===== config.mk =====
export PLATFORM = sky130hd
export DESIGN_NAME = cycle_sequencer
export DESIGN_NICKNAME = d
export VERILOG_FILES = /design/src/rtl/seq_core_pkg.sv /design/src/rtl/seq_datapath.sv /design/src/rtl/seq_control.sv /design/src/rtl/seq_exec_stub.sv /design/src/rtl/cycle_sequencer.sv
export SDC_FILE = /design/constraint.sdc
export NUM_CORES = 1
export LEC_CHECK = 0
export ABC_AREA = 1
export BUFFER_PORTS_ARGS = -buffer_cell sky130_fd_sc_hd__buf_2
export CORE_MARGIN = 8
export CORE_UTILIZATION = 54
export DETAILED_ROUTE_END_ITERATION = 16
export PLACE_DENSITY = 0.82
export SLEW_MARGIN = 20
export SYNTH_ARGS = -nofsm -noshare
export SYNTH_HDL_FRONTEND = slang
export SYNTH_SLANG_ARGS = --single-unit

===== constraint.sdc =====
create_clock -name clk -period 3.8 [get_ports clk]
set_input_delay 0.38 -clock clk [delete_from_list [all_inputs] [get_ports clk]]
set_output_delay 0.38 -clock clk [all_outputs]
set_load 0.01 [all_outputs]

===== src/rtl/seq_core_pkg.sv =====
package seq_core_pkg;

  // Bus source codes; values are decoded by the datapath mux.
  typedef enum logic [2:0] {
    SRC_NONE = 3'd0,
    SRC_AR   = 3'd1,
    SRC_PC   = 3'd2,
    SRC_DR   = 3'd3,
    SRC_AC   = 3'd4,
    SRC_IR   = 3'd5,
    SRC_TR   = 3'd6,
    SRC_MEM  = 3'd7
  } busSrc_e;

  // Strobes from control to datapath for one cycle.
  typedef struct packed {
    busSrc_e busSel;
    logic    arLoad;
    logic    arClear;
    logic    trLoad;
    logic    irLoad;
    logic    pcInc;
    logic    pcClear;
    logic    iLoad;
    logic    memWrite;
  } dpStrobes_t;

endpackage


===== src/rtl/seq_datapath.sv =====
module seq_datapath
  import seq_core_pkg::*;
#(
  parameter int DATA_W = 16,
  parameter int ADDR_W = 12,
  parameter int OP_W   = 3
) (
  input  logic              clk,
  input  logic              rst,
  input  dpStrobes_t        strobe,
  input  logic [DATA_W-1:0] memRdata,
  output logic [ADDR_W-1:0] memAddr,
  output logic [DATA_W-1:0] busData,
  output logic              memWe,
  output logic [(1<<OP_W)-1:0] opDecode,
  output logic              iBit,
  output logic [ADDR_W-1:0] pc,
  output logic [ADDR_W-1:0] ar,
  output logic [DATA_W-1:0] ir
);

  localparam int OP_CNT   = 1 << OP_W;
  localparam int OP_LSB   = ADDR_W;
  localparam int MODE_BIT = DATA_W - 1;
  localparam int PAD_W    = DATA_W - ADDR_W;

  logic [DATA_W-1:0] tr;
  logic [DATA_W-1:0] bus;

  // Single-source bus mux
  always_comb begin
    case (strobe.busSel)
      SRC_AR:  bus = {{PAD_W{1'b0}}, ar};
      SRC_PC:  bus = {{PAD_W{1'b0}}, pc};
      SRC_IR:  bus = ir;
      SRC_TR:  bus = tr;
      SRC_MEM: bus = memRdata;
      default: bus = '0;   // none, or executor-owned DR/AC
    endcase
  end

  always_ff @(posedge clk) begin
    if (rst) begin
      ar   <= '0;
      pc   <= '0;
      ir   <= '0;
      tr   <= '0;
      iBit <= 1'b0;
    end else begin
      if (strobe.arClear)     ar <= '0;
      else if (strobe.arLoad) ar <= bus[ADDR_W-1:0];
      if (strobe.pcClear)     pc <= '0;
      else if (strobe.pcInc)  pc <= pc + ADDR_W'(1);
      if (strobe.irLoad)      ir <= bus;
      if (strobe.trLoad)      tr <= bus;
      if (strobe.iLoad)       iBit <= bus[MODE_BIT];
    end
  end

  // Opcode decoder
  for (genvar g = 0; g < OP_CNT; g++) begin : gOpDec
    assign opDecode[g] = (ir[OP_LSB +: OP_W] == OP_W'(g));
  end

  assign memAddr = ar;
  assign busData = bus;
  assign memWe   = strobe.memWrite;

  AST_WRITE_AT_ZERO: assert property (@(posedge clk) disable iff (rst)
    memWe |-> (memAddr == '0));

  AST_PC_STEP: assert property (@(posedge clk) disable iff (rst)
    (strobe.pcInc && !strobe.pcClear) |=> (pc == $past(pc) + ADDR_W'(1)));

  AST_AR_FROM_IR: assert property (@(posedge clk) disable iff (rst)
    (strobe.arLoad && strobe.iLoad) |=>
      (ar == $past(ir[ADDR_W-1:0]) && iBit == $past(ir[MODE_BIT])));

endmodule


===== src/rtl/seq_control.sv =====
module seq_control
  import seq_core_pkg::*;
#(
  parameter int SC_W = 4
) (
  input  logic                 clk,
  input  logic                 rst,
  input  logic                 inFlag,
  input  logic                 outFlag,
  input  logic                 scClear,
  input  logic                 ienSet,
  input  logic                 ienClr,
  output dpStrobes_t           strobe,
  output logic [(1<<SC_W)-1:0] tState,
  output logic                 ienOut,
  output logic                 intReq
);

  localparam int T_CNT = 1 << SC_W;

  logic [SC_W-1:0] sc;
  logic            fetchWindow;
  logic            intRetire;
  logic            devReady;

  // Timing decoder
  for (genvar g = 0; g < T_CNT; g++) begin : gTDec
    assign tState[g] = (sc == SC_W'(g));
  end

  assign fetchWindow = tState[0] | tState[1] | tState[2];
  assign intRetire   = intReq & tState[2];
  assign devReady    = inFlag | outFlag;

  // Strobe generation: fetch when no request, interrupt cycle otherwise
  always_comb begin
    strobe = '0;
    strobe.busSel = SRC_NONE;
    if (!intReq) begin
      if (tState[0]) begin
        strobe.busSel = SRC_PC;
        strobe.arLoad = 1'b1;
      end else if (tState[1]) begin
        strobe.busSel = SRC_MEM;
        strobe.irLoad = 1'b1;
        strobe.pcInc  = 1'b1;
      end else if (tState[2]) begin
        strobe.busSel = SRC_IR;
        strobe.arLoad = 1'b1;
        strobe.iLoad  = 1'b1;
      end
    end else begin
      if (tState[0]) begin
        strobe.busSel  = SRC_PC;
        strobe.arClear = 1'b1;
        strobe.trLoad  = 1'b1;
      end else if (tState[1]) begin
        strobe.busSel   = SRC_TR;
        strobe.memWrite = 1'b1;
        strobe.pcClear  = 1'b1;
      end else if (tState[2]) begin
        strobe.pcInc = 1'b1;
      end
    end
  end

  always_ff @(posedge clk) begin
    if (rst) begin
      sc     <= '0;
      ienOut <= 1'b0;
      intReq <= 1'b0;
    end else begin
      if (intRetire || scClear) sc <= '0;
      else                      sc <= sc + SC_W'(1);

      if (intRetire)   ienOut <= 1'b0;
      else if (ienSet) ienOut <= 1'b1;
      else if (ienClr) ienOut <= 1'b0;

      if (intRetire) intReq <= 1'b0;
      else if (!fetchWindow && ienOut && devReady) intReq <= 1'b1;
    end
  end

  AST_T3_WRAPS: assert property (@(posedge clk) disable iff (rst)
    tState[3] |=> tState[0]);

  AST_SC_STEP: assert property (@(posedge clk) disable iff (rst)
    (!scClear && !intRetire) |=> (sc == $past(sc) + SC_W'(1)));

  AST_NO_REQ_IN_FETCH: assert property (@(posedge clk) disable iff (rst)
    (!intReq && fetchWindow) |=> !intReq);

  AST_NO_REQ_WHEN_OFF: assert property (@(posedge clk) disable iff (rst)
    (!intReq && !ienOut) |=> !intReq);

  AST_INT_RETIRE: assert property (@(posedge clk) disable iff (rst)
    (intReq && tState[2]) |=> (!intReq && !ienOut && tState[0]));

  AST_ION_SETS: assert property (@(posedge clk) disable iff (rst)
    ienSet |=> ienOut);

  AST_IOF_CLEARS: assert property (@(posedge clk) disable iff (rst)
    ienClr |=> !ienOut);

endmodule


===== src/rtl/seq_exec_stub.sv =====
module seq_exec_stub (
  input  logic execPhase,
  input  logic ioOpcode,
  input  logic indirect,
  input  logic ionBit,
  input  logic iofBit,
  output logic scClear,
  output logic ienSet,
  output logic ienClr
);

  logic ioInstr;

  // Every instruction retires at T3 in this stand-in executor.
  assign scClear = execPhase;
  assign ioInstr = execPhase & ioOpcode & indirect;
  assign ienSet  = ioInstr & ionBit;
  assign ienClr  = ioInstr & ~ionBit & iofBit;

  always_comb begin
    AST_ION_IOF_EXCL: assert (!(ienSet && ienClr));
  end

endmodule


===== src/rtl/cycle_sequencer.sv =====
module cycle_sequencer
  import seq_core_pkg::*;
#(
  parameter int DATA_W = 16,
  parameter int ADDR_W = 12,
  parameter int OP_W   = 3,
  parameter int SC_W   = 4
) (
  input  logic                   clk,
  input  logic                   rst,
  input  logic                   inFlag,
  input  logic                   outFlag,
  input  logic [DATA_W-1:0]      memRdata,
  output logic [ADDR_W-1:0]      memAddr,
  output logic [DATA_W-1:0]      busData,
  output logic                   memWe,
  output logic [2:0]             busSel,
  output logic [(1<<SC_W)-1:0]   tState,
  output logic [(1<<OP_W)-1:0]   opDecode,
  output logic                   indirect,
  output logic                   ienOut,
  output logic                   intReq,
  output logic [ADDR_W-1:0]      pcOut,
  output logic [ADDR_W-1:0]      arOut,
  output logic [DATA_W-1:0]      irOut
);

  localparam int OP_CNT  = 1 << OP_W;
  localparam int ION_BIT = 7;
  localparam int IOF_BIT = 6;

  dpStrobes_t strobe;
  logic       scClear;
  logic       ienSet;
  logic       ienClr;

  seq_control #(.SC_W(SC_W)) u_control (
    .clk     (clk),
    .rst     (rst),
    .inFlag  (inFlag),
    .outFlag (outFlag),
    .scClear (scClear),
    .ienSet  (ienSet),
    .ienClr  (ienClr),
    .strobe  (strobe),
    .tState  (tState),
    .ienOut  (ienOut),
    .intReq  (intReq)
  );

  seq_datapath #(.DATA_W(DATA_W), .ADDR_W(ADDR_W), .OP_W(OP_W)) u_datapath (
    .clk      (clk),
    .rst      (rst),
    .strobe   (strobe),
    .memRdata (memRdata),
    .memAddr  (memAddr),
    .busData  (busData),
    .memWe    (memWe),
    .opDecode (opDecode),
    .iBit     (indirect),
    .pc       (pcOut),
    .ar       (arOut),
    .ir       (irOut)
  );

  seq_exec_stub u_exec (
    .execPhase (tState[3] & ~intReq),
    .ioOpcode  (opDecode[OP_CNT-1]),
    .indirect  (indirect),
    .ionBit    (irOut[ION_BIT]),
    .iofBit    (irOut[IOF_BIT]),
    .scClear   (scClear),
    .ienSet    (ienSet),
    .ienClr    (ienClr)
  );

  assign busSel = strobe.busSel;

endmodule


Yosys cells after proc, flatten, opt, wreduce, memory -nomap -nowiden
Index checks and enable logic that the tools add are counted.
Storage, ports and cells
  register bits: 63
  latch bits: 0
  RAM bits: 0
  ROM bits: 0
  bits of input ports: 20
  output and inout port bits: 99
  logic and storage cells: 86
  memories: 0
Operators by class
  $add $sub $neg: 2
  multiply operators: 0
  divide/modulo/power cells: 0
  magnitude comparators: 0
  equal/unequal tests: 27
  shifts and indexed selects: 0
  multiplexer cells: 26
  bitwise gates (word level): 12
  reductions and logical operators: 11
Operators by type and width (number)
  one-hot mux 16 bit (5 select lines): 1
  equality test 4 bit, second input constant: 8
  equality test 3 bit, second input constant: 7
  equality test 4 x 3 -> 1 bit, second input constant: 4
  two-way mux 1 bit: 14
  adder 12 x 1 -> 12 bit, second input constant: 1
  two-way mux 3 bit: 4
  two-way mux 2 bit: 5
  equality test 3 x 2 -> 1 bit, second input constant: 3
  equality test 4 x 2 -> 1 bit, second input constant: 2
  two-way mux 4 bit: 2
  OR reduction 2 bit: 4
  bitwise AND 1 bit: 7
  equality test 3 x 1 -> 1 bit, second input constant: 2
  adder 4 x 1 -> 4 bit, second input constant: 1
  equality test 4 x 1 -> 1 bit, second input constant: 1
  zero test 4 bit: 1
  zero test 3 bit: 1
  bitwise OR 1 bit: 3
  logical AND 1 bit: 2
  NOT 1 bit: 2
  nonzero test 2 bit: 1
  zero test 1 bit: 1
  logical OR 1 bit: 1

Depth between registers and ports, before layout
  depth after elaboration: 8
  depth in mapped cells: 11
  gate-level depth less buffers: 10

By module
From an unflattened synthesis, not the netlist that was laid out.
Unflattened totals
  cell total of the unflattened synthesis: 531
  area, all modules: 3413.3 um^2
By module, submodules not included
  seq_datapath: times used 1, cells an instance 442, area each 2870.3 um^2, seq. area each 1141.1 um^2
  seq_control: times used 1, cells an instance 81, area each 505.5 um^2, seq. area each 120.1 um^2
  seq_exec_stub: times used 1, cells an instance 6, area each 27.5 um^2, seq. area each 0.0 um^2
  cycle_sequencer: times used 1, cells an instance 2, area each 10.0 um^2, seq. area each 0.0 um^2

Worst setup path before layout
Ideal clock, no wire load.
  kind: register -> output
  start: register u_control.sc[0]
  end: output port busSel[2]
  data arrival time: 1.651 ns
  required time: 3.420 ns
  slack: 1.769 ns
  cell stages (with the launch flop): 9
  path buffers: 2
  cell sequence: dfxtp_1 inv_1 ha_1 inv_1 nand4_2 buf_6 inv_1 or2_2 buf_4
RTL lines
  start, declared: line seq_control.sv:21  | logic [SC_W-1:0] sc;
  start signal, assigned: line seq_control.sv:74  | else sc <= sc + SC_W'(1);
  end, declared: line cycle_sequencer.sv:17  | output logic [2:0] busSel,

Worst setup path after layout
  start: register u_control.sc[0]
  end: output port busData[2]
Between the ends
  word-level cells in the longest chain between the ends: 7
  elaborated cells between the ends (all ways): 15
  classes of those cells: 7 x eq/ne; 7 x mux; 1 x reduce/logical
RTL lines
  equality test 4 x 2 -> 1 bit: line seq_control.sv:28  | assign tState[g] = (sc == SC_W'(g));
  two-way mux 4 bit: line seq_control.sv:47  | end else if (tState[2]) begin
  two-way mux 3 bit: line seq_control.sv:43  | end else if (tState[1]) begin
  two-way mux 4 bit: line seq_control.sv:40  | if (tState[0]) begin
  two-way mux 3 bit (*): line seq_control.sv:39  | if (!intReq) begin
  equality test 3 bit, or another cell as far along: line seq_datapath.sv:32  | case (strobe.busSel)
  one-hot mux 16 bit (5 select lines) (*): line seq_datapath.sv:32
  end, declared: line cycle_sequencer.sv:15  | output logic [DATA_W-1:0] busData,
Every way passes the cells marked *; elsewhere a longest branch is shown, timed or not.

==> run_results.csv <==
group,metric,value,unit
finish,syn2layout_area_growth,18.6,%
sta,max_clock_freq,358,MHz
setup_path,start_kind,"register",
finish,fillCellCount,592,
clock_tree,htree_levels,3,
routing,vias_per_cell,5.20,
setup_path,crit_fanout,18,
sta,hold_viol,0,
global_routing,grt_overflow,0,
place,gp_congestion,0.825,
worst_hold_path,min_path_type,"in2reg",
finish,mostFrequentLayoutCell,"buf_2",
clock_tree,cts_resized,0,
floorplanning,initial_core_util,55.3,%
clock_tree,clock_path_buffers,2,
synth,synth_top_area_share,36.1,%
sta,timing.hold.ws,0.293,ns
setup_path,critical_path.cell_chain,"inv_1 -> ha_1 -> inv_1 -> nand4_2 -> nor2_1 -> nor2_1 -> nand3_1 -> buf_2",
setup_path,cpMaxStageDelayCell,"nand4_2",
synth,synth.ff_latch_count,63,
synth,synthTopCellsByArea,"dfxtp_1, nand2_1, nor2_1",
sta,worstMarginPinSlew,0.872,ns
pwr,peakVddDrop,0.299,mV
setup_path,reg2reg_slack,1.37,ns
setup_path,crit_buf_inv,3,
setup_path,arrival,2.42,ns
floorplanning,die_h,96.4,um
clock_tree,tritoncts,"built",
synth,syn_avg_cell_area,6.81,um2
setup_path,crit_type,"reg2out",
synth,synth_nets,538,
finish,nNetsFinal,631,
status,status,"completed",
global_routing,grt_start_max_net_pins,31,
clock_tree,clk_pin_slew,0.08,ns
sta,finClkSkew,0.00626,ns
place,placed_area,0.00392,mm2
synth,ys_warn_count,0,
global_routing,groute.usage.overall,21.3,%
finish,diodes,0,
setup_path,end_kind,"output pin",
clock_tree,cts_made_buffers,9,
synth,postSynthCellCount,513,
routing,dr.pass1.iters,4,
pwr,cellPowerDensity,434,mW/mm2
clock_tree,ctsHoldBuffers,0,
sta,finalSetupViolCount,0,
finish,final_cell_mix,"buf_2, nand2_1, nor2_1",
floorplanning,fp.dieW,96.4,um
floorplanning,dieArea,0.00930,mm2
pwr,cellLeakagePower,2.21,nW
finish,final_core_util,65.6,%
floorplanning,ios,119,
setup_path,critical_path.top_delay_family,"simple AND/OR/NAND/NOR gates",
synth,ys_seq_area_share,36.1,%
finish,postLayoutCellArea,0.00414,mm2
sta,finalCriticalPeriod,2.80,ns
finish,layout-drive-gt1-share,26.8,%
routing,drtAntennaViolNets,0,
run,drv_cap,0,
synth,synth_area,0.00349,mm2
sta,rsz0062_at_grt,"false",
clock_tree,cts-root-buf,"clkbuf_8",
synth,synth_cell_type_count,36,
routing,num_vias,3578,
sta,period_share,73.6,%
setup_path,cp_data_required_time,3.42,ns
place,detailed_place_hpwl,7200,um
clock_tree,insertion_delay,0.35,ns
global_routing,grt_pass1_wl,15600,um
floorplanning,rows,29,
global_routing,grt_antenna_before_repair,0,
clock_tree,clock_sinks,63,
sta,finalMaxSlewViolations,0,
sta,maxSlewHeadroom,41.7,%
synth,yosysTopAreaCell,"dfxtp_1",
setup_path,cp_slowest_stage_delay,0.50,ns
sta,setup_tns,0,ns
floorplanning,fp.coreArea,0.00631,mm2
clock_tree,cts_setup_buffers,0,
place,portBuffers,118,
routing,route.detailed.drc,0,
routing,wl,9940,um
routing,wire_per_inst,14.4,um
routing,drtIter0Drc,226,
global_routing,grt_pass1_vias,3347,
-- per-layer routing --
metal	wire length, um	vias to the layer above	global-route usage, %
li1	-	1773	-
met2	4810	151	36.2
met3	752	25	3.86
met1	4100	1629	25.4
met5	0	-	0
met4	276	0	10.3
-- path summary, 6_finish.rpt --
| check | to | cells after the start | startpoint |
|---|---|---|---|
| setup / recovery | busData[2] | 8 | u_control.sc[0] |
| hold / removal | u_datapath.ir[13] | 3 | memRdata[13] |
| setup reg to reg | u_datapath.pc[1] | 8 | u_control.sc[0] |
| hold reg to reg | u_datapath.tr[13] | 2 | u_datapath.tr[13] |
-- report_power, final --
| part | internal, mW | total (mW) | switching, mW |
|---|---|---|---|
| Combinational | 0.143 | 0.401 | 0.258 |
| Sequential | 0.700 | 0.738 | 0.0377 |
| Clock | 0.370 | 0.657 | 0.287 |
-- cell usage after synthesis --
cell type / count
nor2_1: 106
nor3b_1: 1
a211oi_1: 1
inv_1: 66
dfxtp_1: 63
o21ai_1: 1
nor2_8: 1
nand4_4: 1
nand4_2: 1
nor3_1: 9
a21oi_2: 5
buf_2: 7
a21oi_4: 1
nand2_4: 3
nand3_1: 22
xor2_1: 3
a21oi_1: 25
o211ai_1: 1
ha_1: 5
buf_4: 23
or2_1: 1
nand2_1: 117
o221ai_1: 3
o21ai_0: 1
buf_6: 4
nand3_2: 9
nor2_4: 1
or2_2: 2
nand2_2: 1
clkbuf_1: 2
nand4_1: 17
nand3_4: 1
o2111ai_1: 1
nor2_2: 1
inv_2: 3
xnor2_1: 4
-- state kept, by name, summed over array words and instances, names as in the netlist --
| name | cells |
|---|---|
| u_control.ienOut | 1 |
| u_control.intReq | 1 |
| u_control.sc | 4 |
| u_datapath.ar | 12 |
| u_datapath.iBit | 1 |
| u_datapath.ir | 16 |
| u_datapath.pc | 12 |
| u_datapath.tr | 16 |
-- logic make-up (layout without fill, tap and decap cells) --
logic type,after synthesis,in the layout,synth area share (%)
AO/OA/AOI/OAI,39,39,7.02
flip-flops,63,63,36.1
AND/OR/NAND/NOR,294,294,38.5
adder cells (fa/ha/maj),5,5,1.79
buffers and inverters,105,203,14.9
XOR/XNOR,7,7,1.76
-- layout make-up --
type                            instances  area [um2]  share of cell area [%]
Sequential cell                        63        1260                    30.5
Clock inverter                          7        97.6                    2.36
Clock buffer                            9         124                    2.99
Tap cell                               77        96.3                    2.33
Timing Repair Buffer                  118         591                    14.3
Multi-Input combinational cell        345        1710                    41.4
Inverter                               69         259                    6.25
-- per-stage QoR --
step                      instances  setup slack, ns  power, mW
after global routing            688            0.809       1.87
final                           688             1.00       1.80
after floorplan                 513             1.77       1.06
after detailed placement        672             1.36       1.15
after CTS                       688            0.978       1.79
after global placement          672             1.45       1.14
-- tightest hold or removal path, stage by stage --
cell     delay (ns)
buf_2          0.10
nand2_1        0.07
a21oi_1        0.05
Power figures use the tool's default switching activity.
